[config.mk]
export PLATFORM = sky130hd
export DESIGN_NAME = xcvr_reset_seq
export DESIGN_NICKNAME = d
export VERILOG_FILES = /design/src/rtl/xrs_pkg.sv /design/src/rtl/xrs_sync.sv /design/src/rtl/xrs_timer.sv /design/src/rtl/xrs_eval.sv /design/src/rtl/xcvr_reset_seq.sv
export SDC_FILE = /design/constraint.sdc
export NUM_CORES = 1
export LEC_CHECK = 0
export CAP_MARGIN = 5
export CORE_MARGIN = 2
export CORE_UTILIZATION = 55
export DETAILED_ROUTE_END_ITERATION = 6
export GPL_TIMING_DRIVEN = 0
export MAX_ROUTING_LAYER = met4
export PLACE_DENSITY = 0.8
export SYNTH_ARGS = -nofsm -noshare
export SYNTH_HDL_FRONTEND = slang
export SYNTH_SLANG_ARGS = --single-unit
[constraint.sdc]
create_clock -name clk -period 4.31 [get_ports clk]
set_input_delay 0.6465 -clock clk [delete_from_list [all_inputs] [get_ports clk]]
set_output_delay 0.6465 -clock clk [all_outputs]
set_load 0.005 [all_outputs]
[src/rtl/xrs_pkg.sv]
package xrs_pkg;

    typedef enum logic [3:0] {
        ST_IDLE   = 4'd0,
        ST_HOLD   = 4'd1,
        ST_WCLK   = 4'd2,
        ST_SETTLE = 4'd3,
        ST_SYNTH  = 4'd4,
        ST_LINK   = 4'd5,
        ST_CHECK  = 4'd6,
        ST_PASS   = 4'd7,
        ST_FAIL   = 4'd8
    } xrs_state_e;

endpackage

[src/rtl/xrs_sync.sv]
module xrs_sync #(
    parameter int W = 1
) (
    input  logic         clk,
    input  logic         rst_n,
    input  logic [W-1:0] d_i,
    output logic [W-1:0] q_o
);
    logic [W-1:0] meta_q;
    logic [W-1:0] sync_q;

    always_ff @(posedge clk or negedge rst_n) begin
        if (!rst_n) begin
            meta_q <= '0;
            sync_q <= '0;
        end else begin
            meta_q <= d_i;
            sync_q <= meta_q;
        end
    end

    assign q_o = sync_q;
endmodule

[src/rtl/xrs_timer.sv]
module xrs_timer #(
    parameter int CW = 8
) (
    input  logic          clk,
    input  logic          rst_n,
    input  logic          load_i,
    input  logic [CW-1:0] val_i,
    output logic          zero_o
);
    logic [CW-1:0] cnt_d, cnt_q;

    always_comb begin
        cnt_d = cnt_q;
        if (load_i)
            cnt_d = val_i - CW'(1);
        else if (cnt_q != '0)
            cnt_d = cnt_q - CW'(1);
    end

    always_ff @(posedge clk or negedge rst_n) begin
        if (!rst_n) cnt_q <= '0;
        else        cnt_q <= cnt_d;
    end

    assign zero_o = (cnt_q == '0);
endmodule

[src/rtl/xrs_eval.sv]
module xrs_eval #(
    parameter int              STAT_W   = 6,
    parameter int              TMR_BIT  = 0,
    parameter int              LINK_BIT = 1,
    parameter logic [STAT_W-1:0] LOL_MASK = 6'b111100
) (
    input  logic [STAT_W-1:0] stat_i,
    output logic              ok_o
);
    always_comb begin
        ok_o = stat_i[TMR_BIT] && stat_i[LINK_BIT] && ((stat_i & LOL_MASK) == '0);
    end
endmodule

[src/rtl/xcvr_reset_seq.sv]
module xcvr_reset_seq
    import xrs_pkg::*;
#(
    parameter int                CLK_MHZ   = 50,
    parameter int                HOLD_US   = 1000,
    parameter int                SETTLE_US = 1000,
    parameter int                SYNTH_US  = 15000,
    parameter int                LINK_US   = 200,
    parameter int                MAX_TRY   = 3,
    parameter int                STAT_W    = 6,
    parameter int                TMR_BIT   = 0,
    parameter int                LINK_BIT  = 1,
    parameter logic [STAT_W-1:0] LOL_MASK  = 6'b111100
) (
    input  logic              clk,
    input  logic              rst_n,
    input  logic              start_i,
    input  logic              clk_stable_i,
    input  logic [STAT_W-1:0] stat_i,
    output logic              dev_rst_n_o,
    output logic              busy_o,
    output logic              done_o,
    output logic              fail_o
);
    localparam int HOLD_CYC   = HOLD_US * CLK_MHZ;
    localparam int SETTLE_CYC = SETTLE_US * CLK_MHZ;
    localparam int SYNTH_CYC  = SYNTH_US * CLK_MHZ;
    localparam int LINK_CYC   = LINK_US * CLK_MHZ;
    localparam int MAX_A      = (HOLD_CYC > SETTLE_CYC) ? HOLD_CYC : SETTLE_CYC;
    localparam int MAX_B      = (SYNTH_CYC > LINK_CYC) ? SYNTH_CYC : LINK_CYC;
    localparam int MAX_CYC    = (MAX_A > MAX_B) ? MAX_A : MAX_B;
    localparam int CW         = $clog2(MAX_CYC + 1);
    localparam int AW         = $clog2(MAX_TRY + 1);

    typedef struct packed {
        xrs_state_e    state;
        logic [AW-1:0] attempt;
        logic          dev_rst_n;
    } ctl_t;

    ctl_t          ctl_d, ctl_q;
    logic          tmr_load;
    logic [CW-1:0] tmr_val;
    logic          tmr_zero;
    logic [STAT_W:0] sync_in, sync_out;
    logic          clk_ok_s;
    logic          stat_ok;

    assign sync_in = {clk_stable_i, stat_i};

    xrs_sync #(.W(STAT_W + 1)) u_sync (
        .clk   (clk),
        .rst_n (rst_n),
        .d_i   (sync_in),
        .q_o   (sync_out)
    );

    assign clk_ok_s = sync_out[STAT_W];

    xrs_eval #(
        .STAT_W   (STAT_W),
        .TMR_BIT  (TMR_BIT),
        .LINK_BIT (LINK_BIT),
        .LOL_MASK (LOL_MASK)
    ) u_eval (
        .stat_i (sync_out[STAT_W-1:0]),
        .ok_o   (stat_ok)
    );

    xrs_timer #(.CW(CW)) u_timer (
        .clk    (clk),
        .rst_n  (rst_n),
        .load_i (tmr_load),
        .val_i  (tmr_val),
        .zero_o (tmr_zero)
    );

    always_comb begin
        ctl_d    = ctl_q;
        tmr_load = 1'b0;
        tmr_val  = '0;
        case (ctl_q.state)
            ST_IDLE, ST_PASS, ST_FAIL: begin
                if (start_i) begin
                    ctl_d.state   = ST_HOLD;
                    ctl_d.attempt = '0;
                    tmr_load      = 1'b1;
                    tmr_val       = CW'(HOLD_CYC);
                end
            end
            ST_HOLD: begin
                if (tmr_zero) ctl_d.state = ST_WCLK;
            end
            ST_WCLK: begin
                if (clk_ok_s) begin
                    ctl_d.state = ST_SETTLE;
                    tmr_load    = 1'b1;
                    tmr_val     = CW'(SETTLE_CYC);
                end
            end
            ST_SETTLE: begin
                if (tmr_zero) begin
                    ctl_d.state = ST_SYNTH;
                    tmr_load    = 1'b1;
                    tmr_val     = CW'(SYNTH_CYC);
                end
            end
            ST_SYNTH: begin
                if (tmr_zero) begin
                    ctl_d.state = ST_LINK;
                    tmr_load    = 1'b1;
                    tmr_val     = CW'(LINK_CYC);
                end
            end
            ST_LINK: begin
                if (tmr_zero) ctl_d.state = ST_CHECK;
            end
            ST_CHECK: begin
                if (stat_ok) begin
                    ctl_d.state = ST_PASS;
                end else if (ctl_q.attempt == AW'(MAX_TRY - 1)) begin
                    ctl_d.state = ST_FAIL;
                end else begin
                    ctl_d.state   = ST_HOLD;
                    ctl_d.attempt = ctl_q.attempt + AW'(1);
                    tmr_load      = 1'b1;
                    tmr_val       = CW'(HOLD_CYC);
                end
            end
            default: ctl_d.state = ST_IDLE;
        endcase
        ctl_d.dev_rst_n = !(ctl_d.state inside {ST_HOLD, ST_WCLK, ST_SETTLE});
    end

    always_ff @(posedge clk or negedge rst_n) begin
        if (!rst_n) begin
            ctl_q.state     <= ST_IDLE;
            ctl_q.attempt   <= '0;
            ctl_q.dev_rst_n <= 1'b1;
        end else begin
            ctl_q <= ctl_d;
        end
    end

    assign dev_rst_n_o = ctl_q.dev_rst_n;
    assign busy_o      = ctl_q.state inside {ST_HOLD, ST_WCLK, ST_SETTLE,
                                             ST_SYNTH, ST_LINK, ST_CHECK};
    assign done_o      = (ctl_q.state == ST_PASS);
    assign fail_o      = (ctl_q.state == ST_FAIL);

    // Interval counters used only by the assertions below
    int unsigned lo_cnt, hi_cnt;
    always_ff @(posedge clk or negedge rst_n) begin
        if (!rst_n) begin
            lo_cnt <= 0;
            hi_cnt <= 0;
        end else begin
            lo_cnt <= dev_rst_n_o ? 0 : lo_cnt + 1;
            hi_cnt <= dev_rst_n_o ? hi_cnt + 1 : 0;
        end
    end


    start_accept_chk: assert property (@(posedge clk) disable iff (!rst_n)
        (start_i && !busy_o) |=> (busy_o && !dev_rst_n_o && !done_o && !fail_o));


    low_time_chk: assert property (@(posedge clk) disable iff (!rst_n)
        $rose(dev_rst_n_o) |-> (lo_cnt >= HOLD_CYC + SETTLE_CYC));


    check_wait_chk: assert property (@(posedge clk) disable iff (!rst_n)
        (ctl_q.state == ST_CHECK) |-> (dev_rst_n_o && hi_cnt >= SYNTH_CYC + LINK_CYC));


    retry_pulse_chk: assert property (@(posedge clk) disable iff (!rst_n)
        (ctl_q.state == ST_CHECK && !stat_ok && ctl_q.attempt < AW'(MAX_TRY - 1))
        |=> (!dev_rst_n_o && busy_o));


    fail_hold_chk: assert property (@(posedge clk) disable iff (!rst_n)
        (fail_o && !start_i) |=> (fail_o && dev_rst_n_o && !busy_o));


    excl_out_chk: assert property (@(posedge clk) disable iff (!rst_n)
        $onehot0({busy_o, done_o, fail_o}));

endmodule

After elaboration in Yosys (flattened, before gate mapping)
Cells that the tools add are included.
{"block": "word_totals", "output_inout_bits": 4, "register_bits": 41, "input_bits": 10, "wordCells": 65}
{"block": "classes", "addsub": 3, "n_eq_ne": 15, "mux": 27, "reduce_logical": 14}
{"op": "20-bit one-hot mux with 5 select lines", "count": 1}
{"op": "16-bit 2-to-1 mux", "count": 4}
{"op": "20-bit 2-to-1 mux", "count": 3}
{"op": "20-bit by 1-bit subtractor with 20-bit output, second input constant", "count": 2}
{"op": "4-bit 2-to-1 mux", "count": 7}
{"op": "4-bit one-hot mux with 7 select lines", "count": 1}
{"op": "20-bit zero test", "count": 1}
{"op": "20-bit nonzero test", "count": 1}
{"op": "4-bit by 2-bit == test with 1-bit output, second input constant", "count": 4}
{"op": "4-bit by 3-bit == test with 1-bit output, second input constant", "count": 4}
{"op": "14-bit 2-to-1 mux", "count": 1}
{"op": "4-bit by 1-bit == test with 1-bit output, second input constant", "count": 2}
{"op": "6-bit zero test", "count": 1}
{"op": "6-bit 2-to-1 mux", "count": 1}
{"op": "2-bit inequality test, second input constant", "count": 3}
{"op": "6-bit nonzero test", "count": 1}
{"op": "1-bit 2-to-1 mux", "count": 5}
{"op": "4-bit == test, second input constant", "count": 1}
{"op": "4-bit zero test", "count": 1}
{"op": "2-bit 2-to-1 mux", "count": 2}
{"op": "1-bit one-hot mux with 4 select lines", "count": 1}
{"op": "2-bit one-hot mux with 2 select lines", "count": 1}
{"op": "4-bit AND reduction", "count": 1}
{"op": "2-bit nonzero test", "count": 2}
{"op": "7 further kinds", "count": 8}

Depth between registers and ports, before layout
{"block": "depth", "ltp_word": 7, "mapped_depth": 15, "depth_no_buf": 12}

Modules after synthesis
Synthesis repeated with hierarchy kept, for this count alone.
{"block": "hier_totals", "hier_cells": 242, "area_unflattened_um2": 2384.8}
{"module": "xrs_timer", "area_per_inst_um2": 1418.9, "instances": 1, "cells_per_inst": 158, "seq_area_each_um2": 500.5}
{"module": "xcvr_reset_seq", "area_per_inst_um2": 603.1, "instances": 1, "cells_per_inst": 68, "seq_area_each_um2": 176.4}
{"module": "xrs_sync", "area_per_inst_um2": 350.3, "instances": 1, "cells_per_inst": 14, "seq_area_each_um2": 350.3}
{"module": "xrs_eval", "area_per_inst_um2": 12.5, "instances": 1, "cells_per_inst": 2, "seq_area_each_um2": 0.0}

Worst setup path after synthesis
No wires, ideal clock.
{"block": "synth_path", "path_type": "flip-flop to flip-flop", "start": "register u_timer.cnt_q[7]", "end": "register u_timer.cnt_q[14]", "path_stages_with_launch": 16, "setup_ns": 0.137, "required_time_ns": 4.173, "slack_ns": 0.880, "synth_period_minus_slack_ns": 3.430, "path_buffers": 4, "arrival_time_ns": 3.293, "path_cell_list": "dfrtp_1 -> or4_1 -> buf_2 -> nand4b_4 -> or2_0 -> buf_6 -> o21a_1 -> buf_6 -> nand2_1 -> ha_1 -> nand3b_1 -> or4_1 -> buf_2 -> o31a_1 -> o21ai_0 -> a32oi_1"}
{"block": "synth_via", "elab_chain_cells": 5, "word_cells_on_any_way": 12, "cone_classes": "add/sub: 2; mux: 7; reduce/logical: 3"}
{"item": "start, declared", "line_no": "xrs_timer.sv:10", "text": "logic [CW-1:0] cnt_d, cnt_q;"}
{"item": "start signal, assigned", "line_no": "xrs_timer.sv:22", "text": "else cnt_q <= cnt_d;"}
{"item": "20-bit zero test", "line_no": "xrs_timer.sv:25", "text": "assign zero_o = (cnt_q == '0);"}
{"item": "14-bit 2-to-1 mux or 20-bit 2-to-1 mux (tied branches)", "line_no": "xcvr_reset_seq.sv:109, xcvr_reset_seq.sv:102"}
{"item": "20-bit one-hot mux with 5 select lines", "line_no": "xcvr_reset_seq.sv:82", "text": "case (ctl_q.state)"}
{"item": "20-bit by 1-bit subtractor with 20-bit output", "line_no": "xrs_timer.sv:15", "text": "cnt_d = val_i - CW'(1);"}
{"item": "20-bit 2-to-1 mux", "line_no": "xrs_timer.sv:14", "text": "if (load_i)"}
Parallel ways exist; a longest one is shown, timed or not. The select of a mux whose other input is x is not followed.
A chain may end at the register's enable or synchronous reset.

Worst setup path after layout
{"block": "layout_path", "start": "register u_timer.cnt_q[6]", "end": "register u_timer.cnt_q[14]"}
Same word-level chain as after synthesis.

==> results.cfg <==
[floorplan]
dieArea_um2 = 4090
initial_core_util_pct = 58.4
die_x_um = 64.0
dieHeight_um = 64.0
core-area_um2 = 3390
row_count = 21
ios = 14

[yosys]
synth_top_cell_by_area = dfrtp_1
synth_area_um2 = 1980
synth_edf_count = 0
ys_warn_count = 0
synthTopCellsByArea = dfrtp_1, o21ai_0, nand2_1
synth.distinct_cells = 54
syn_avg_cell_area_um2 = 10.6
ys_seq_area_share_pct = 51.9
ys_ff_latch = 41
post-synth-top-area-fraction_pct = 50.6
syn_inst = 187
synth_flop_cell = dfrtp_1
synth_nets = 199
async_flop_share_pct = 100

[power]
worst_ir_drop_vdd_mv = 0.199
power_density_nw_per_um2 = 277
total_leakage_power_nw = 0.856

[cts]
clock_sinks = 41
cts_hold_buffers = 0
cts_tree = yes
clock_path_buffers = 2
htree_levels = 2
cts-root-buf = clkbuf_4
clock_latency_ns = 0.37
post_cts_resize_count = 0
clk_pin_slew_ns = 0.14
post_cts_buffers = 0
cts_made_buffers = 5

[sta]
fin_crit_sh_pct = 88.5
slew_headroom_pct = 43.4
fmax_mhz = 262
finalSetupViolations = 0
fin_setup_tns_ns = 0
fin_hold_ws_ns = 0.360
tightest_slew_ns = 0.843
finalCriticalPeriod_ns = 3.82
hold_viol_final = 0
rsz0062_at_grt = no
skew_ns = 0.0129
final-max-slew-violation-count = 0

[detailed_routing]
drt-pass1-iter-count = 4
vias_per_cell = 5.85
drtIter0Drc = 110
vias = 1485
wirelength_mm = 3.85
drtAntennaViolNets = 0
wl_per_cell_um = 15.2
drc = 0

[placed_design]
place_congestion = 0.868
hpwl_mm = 2.81
port_buffers = 13

[worst_setup_path]
crit_type = flip-flop to flip-flop
required_ns = 4.55
crit_fanout = 10
critical_path_arrival_ns = 4.05
cp-start-kind = flip-flop
worstSetupEndpointType = flip-flop

[global_route]
grt_use_met1_pct = 27.0
grt_most_used_layer = met2
track_usage_pct = 22.2
met3_usage_pct = 4.58
grt_pass1_wl_mm = 6.76
grt.met2_usage_pct = 34.4
antenna_found_initial = 0
grt_max_degree = 42
first_global_vias = 1523
grt_overflow = 0

[final_layout]
nNetsFinal = 219
areaGrowthSynthToFinish_pct = 12.4
n_antenna_cell = 0
layout_commonest_cell = dfrtp_1
mostFrequentLayoutCells = dfrtp_1, nand2_1, nor2_1
drive_gt1_share_pct = 14.4

[status]
status = finished, final reports clean

[job]
drv_cap = 0

[min_path]
hold_class = input pin to asynchronous set/reset pin
[power by group]
part / switching (mW) / total [mW] / internal [mW]
combinational: 0.0101 / 0.0186 / 0.00852
clock: 0.136 / 0.204 / 0.0675
sequential: 0.00160 / 0.393 / 0.391
total: 0.148 / 0.615 / 0.467
[cells by family (layout without fill, tap and decap cells)]
group	Yosys count	in the layout	share of synthesized area, %
buf+inv	8	29	2.40
flops	41	41	51.9
fa+ha+maj	2	2	1.26
compound gates	41	41	15.2
mux	1	1	0.506
xor+xnor	10	10	4.43
simple gates	84	84	24.2
[sequential cells by signal, summed over array words and instances (netlist names)]
signal	flops
ctl_q	6
dev_rst_n_o	1
u_sync.meta_q	7
u_sync.q_o	7
u_timer.cnt_q	20
[per-stage QoR]
step	setup WS, ns	cells	power (mW)	cell area, um2	utilization [%]
floorplan	0.880	187	0.403	1980	-
global placement	0.518	246	0.419	2170	63.9
detailed placement	0.418	246	0.420	2160	63.8
CTS	0.543	254	0.622	2220	65.6
global route	0.259	254	0.636	2220	65.6
finish	0.495	254	0.615	2220	65.6
[cell usage after synthesis, drive strengths merged (2+ instances only)]
library cell and n:
a21oi 6, xor2 6, nor4 4, ha 2, clkbuf 3, xnor2 4, and3 2, nor2 16
o311ai 2, o311a 2, nor3 10, nand2 17, or4 4, buf 4, o21ai 14, nand4b 3
a221oi 2, or2 6, or3 2, nand3b 2, nand2b 5, and2b 2, dfrtp 40, a211oi 2
nand3 5, o21a 2
[worst max-delay path, cell delays in order (launching register included)]
cell and delay, ns:
dfrtp_1 0.45, or4_1 0.50, buf_2 0.17, nand4b_4 0.20, or2_0 0.27, buf_6 0.14
o21a_1 0.17, buf_6 0.14, nand2_1 0.07, ha_1 0.26, nand3b_1 0.21, or4_1 0.46
buf_2 0.17, o31a_1 0.24, o21ai_0 0.15, a32oi_1 0.08
[routing by layer]
metal | vias up | routed length [um]
met5 | - | 0
met4 | 0 | 93
met3 | 10 | 143
met2 | 34 | 1890
met1 | 718 | 1730
li1 | 723 | -
[final timing paths]
kind / startpoint / endpoint / slack, ns / cells past startpoint
worst min-delay path: rst_n / u_timer.cnt_q[16] / 0.36 / 1
worst max register to register: u_timer.cnt_q[6] / u_timer.cnt_q[14] / 0.49 / 15
min in group clk: u_sync.meta_q[6] / u_sync.q_o[6] / 0.36 / 0
worst min register to register: u_sync.meta_q[6] / u_sync.q_o[6] / 0.36 / 0
worst max-delay path: u_timer.cnt_q[6] / u_timer.cnt_q[14] / 0.49 / 15
max in group asynchronous: rst_n / u_timer.cnt_q[4] / 3.41 / 1
[area by class of cell]
| type | count | area [um2] |
|---|---|---|
| fillers | 256 | 1170 |
| inverters | 1 | 3.75 |
| multi-input cells | 138 | 903 |
| flip-flops and latches | 41 | 1030 |
| clock inverters | 3 | 25.0 |
| clock buffers | 5 | 37.5 |
| repair buffers | 13 | 125 |
| well taps | 46 | 57.6 |
| plain buffers | 7 | 43.8 |
No activity file was read; power rests on OpenSTA's default activity.
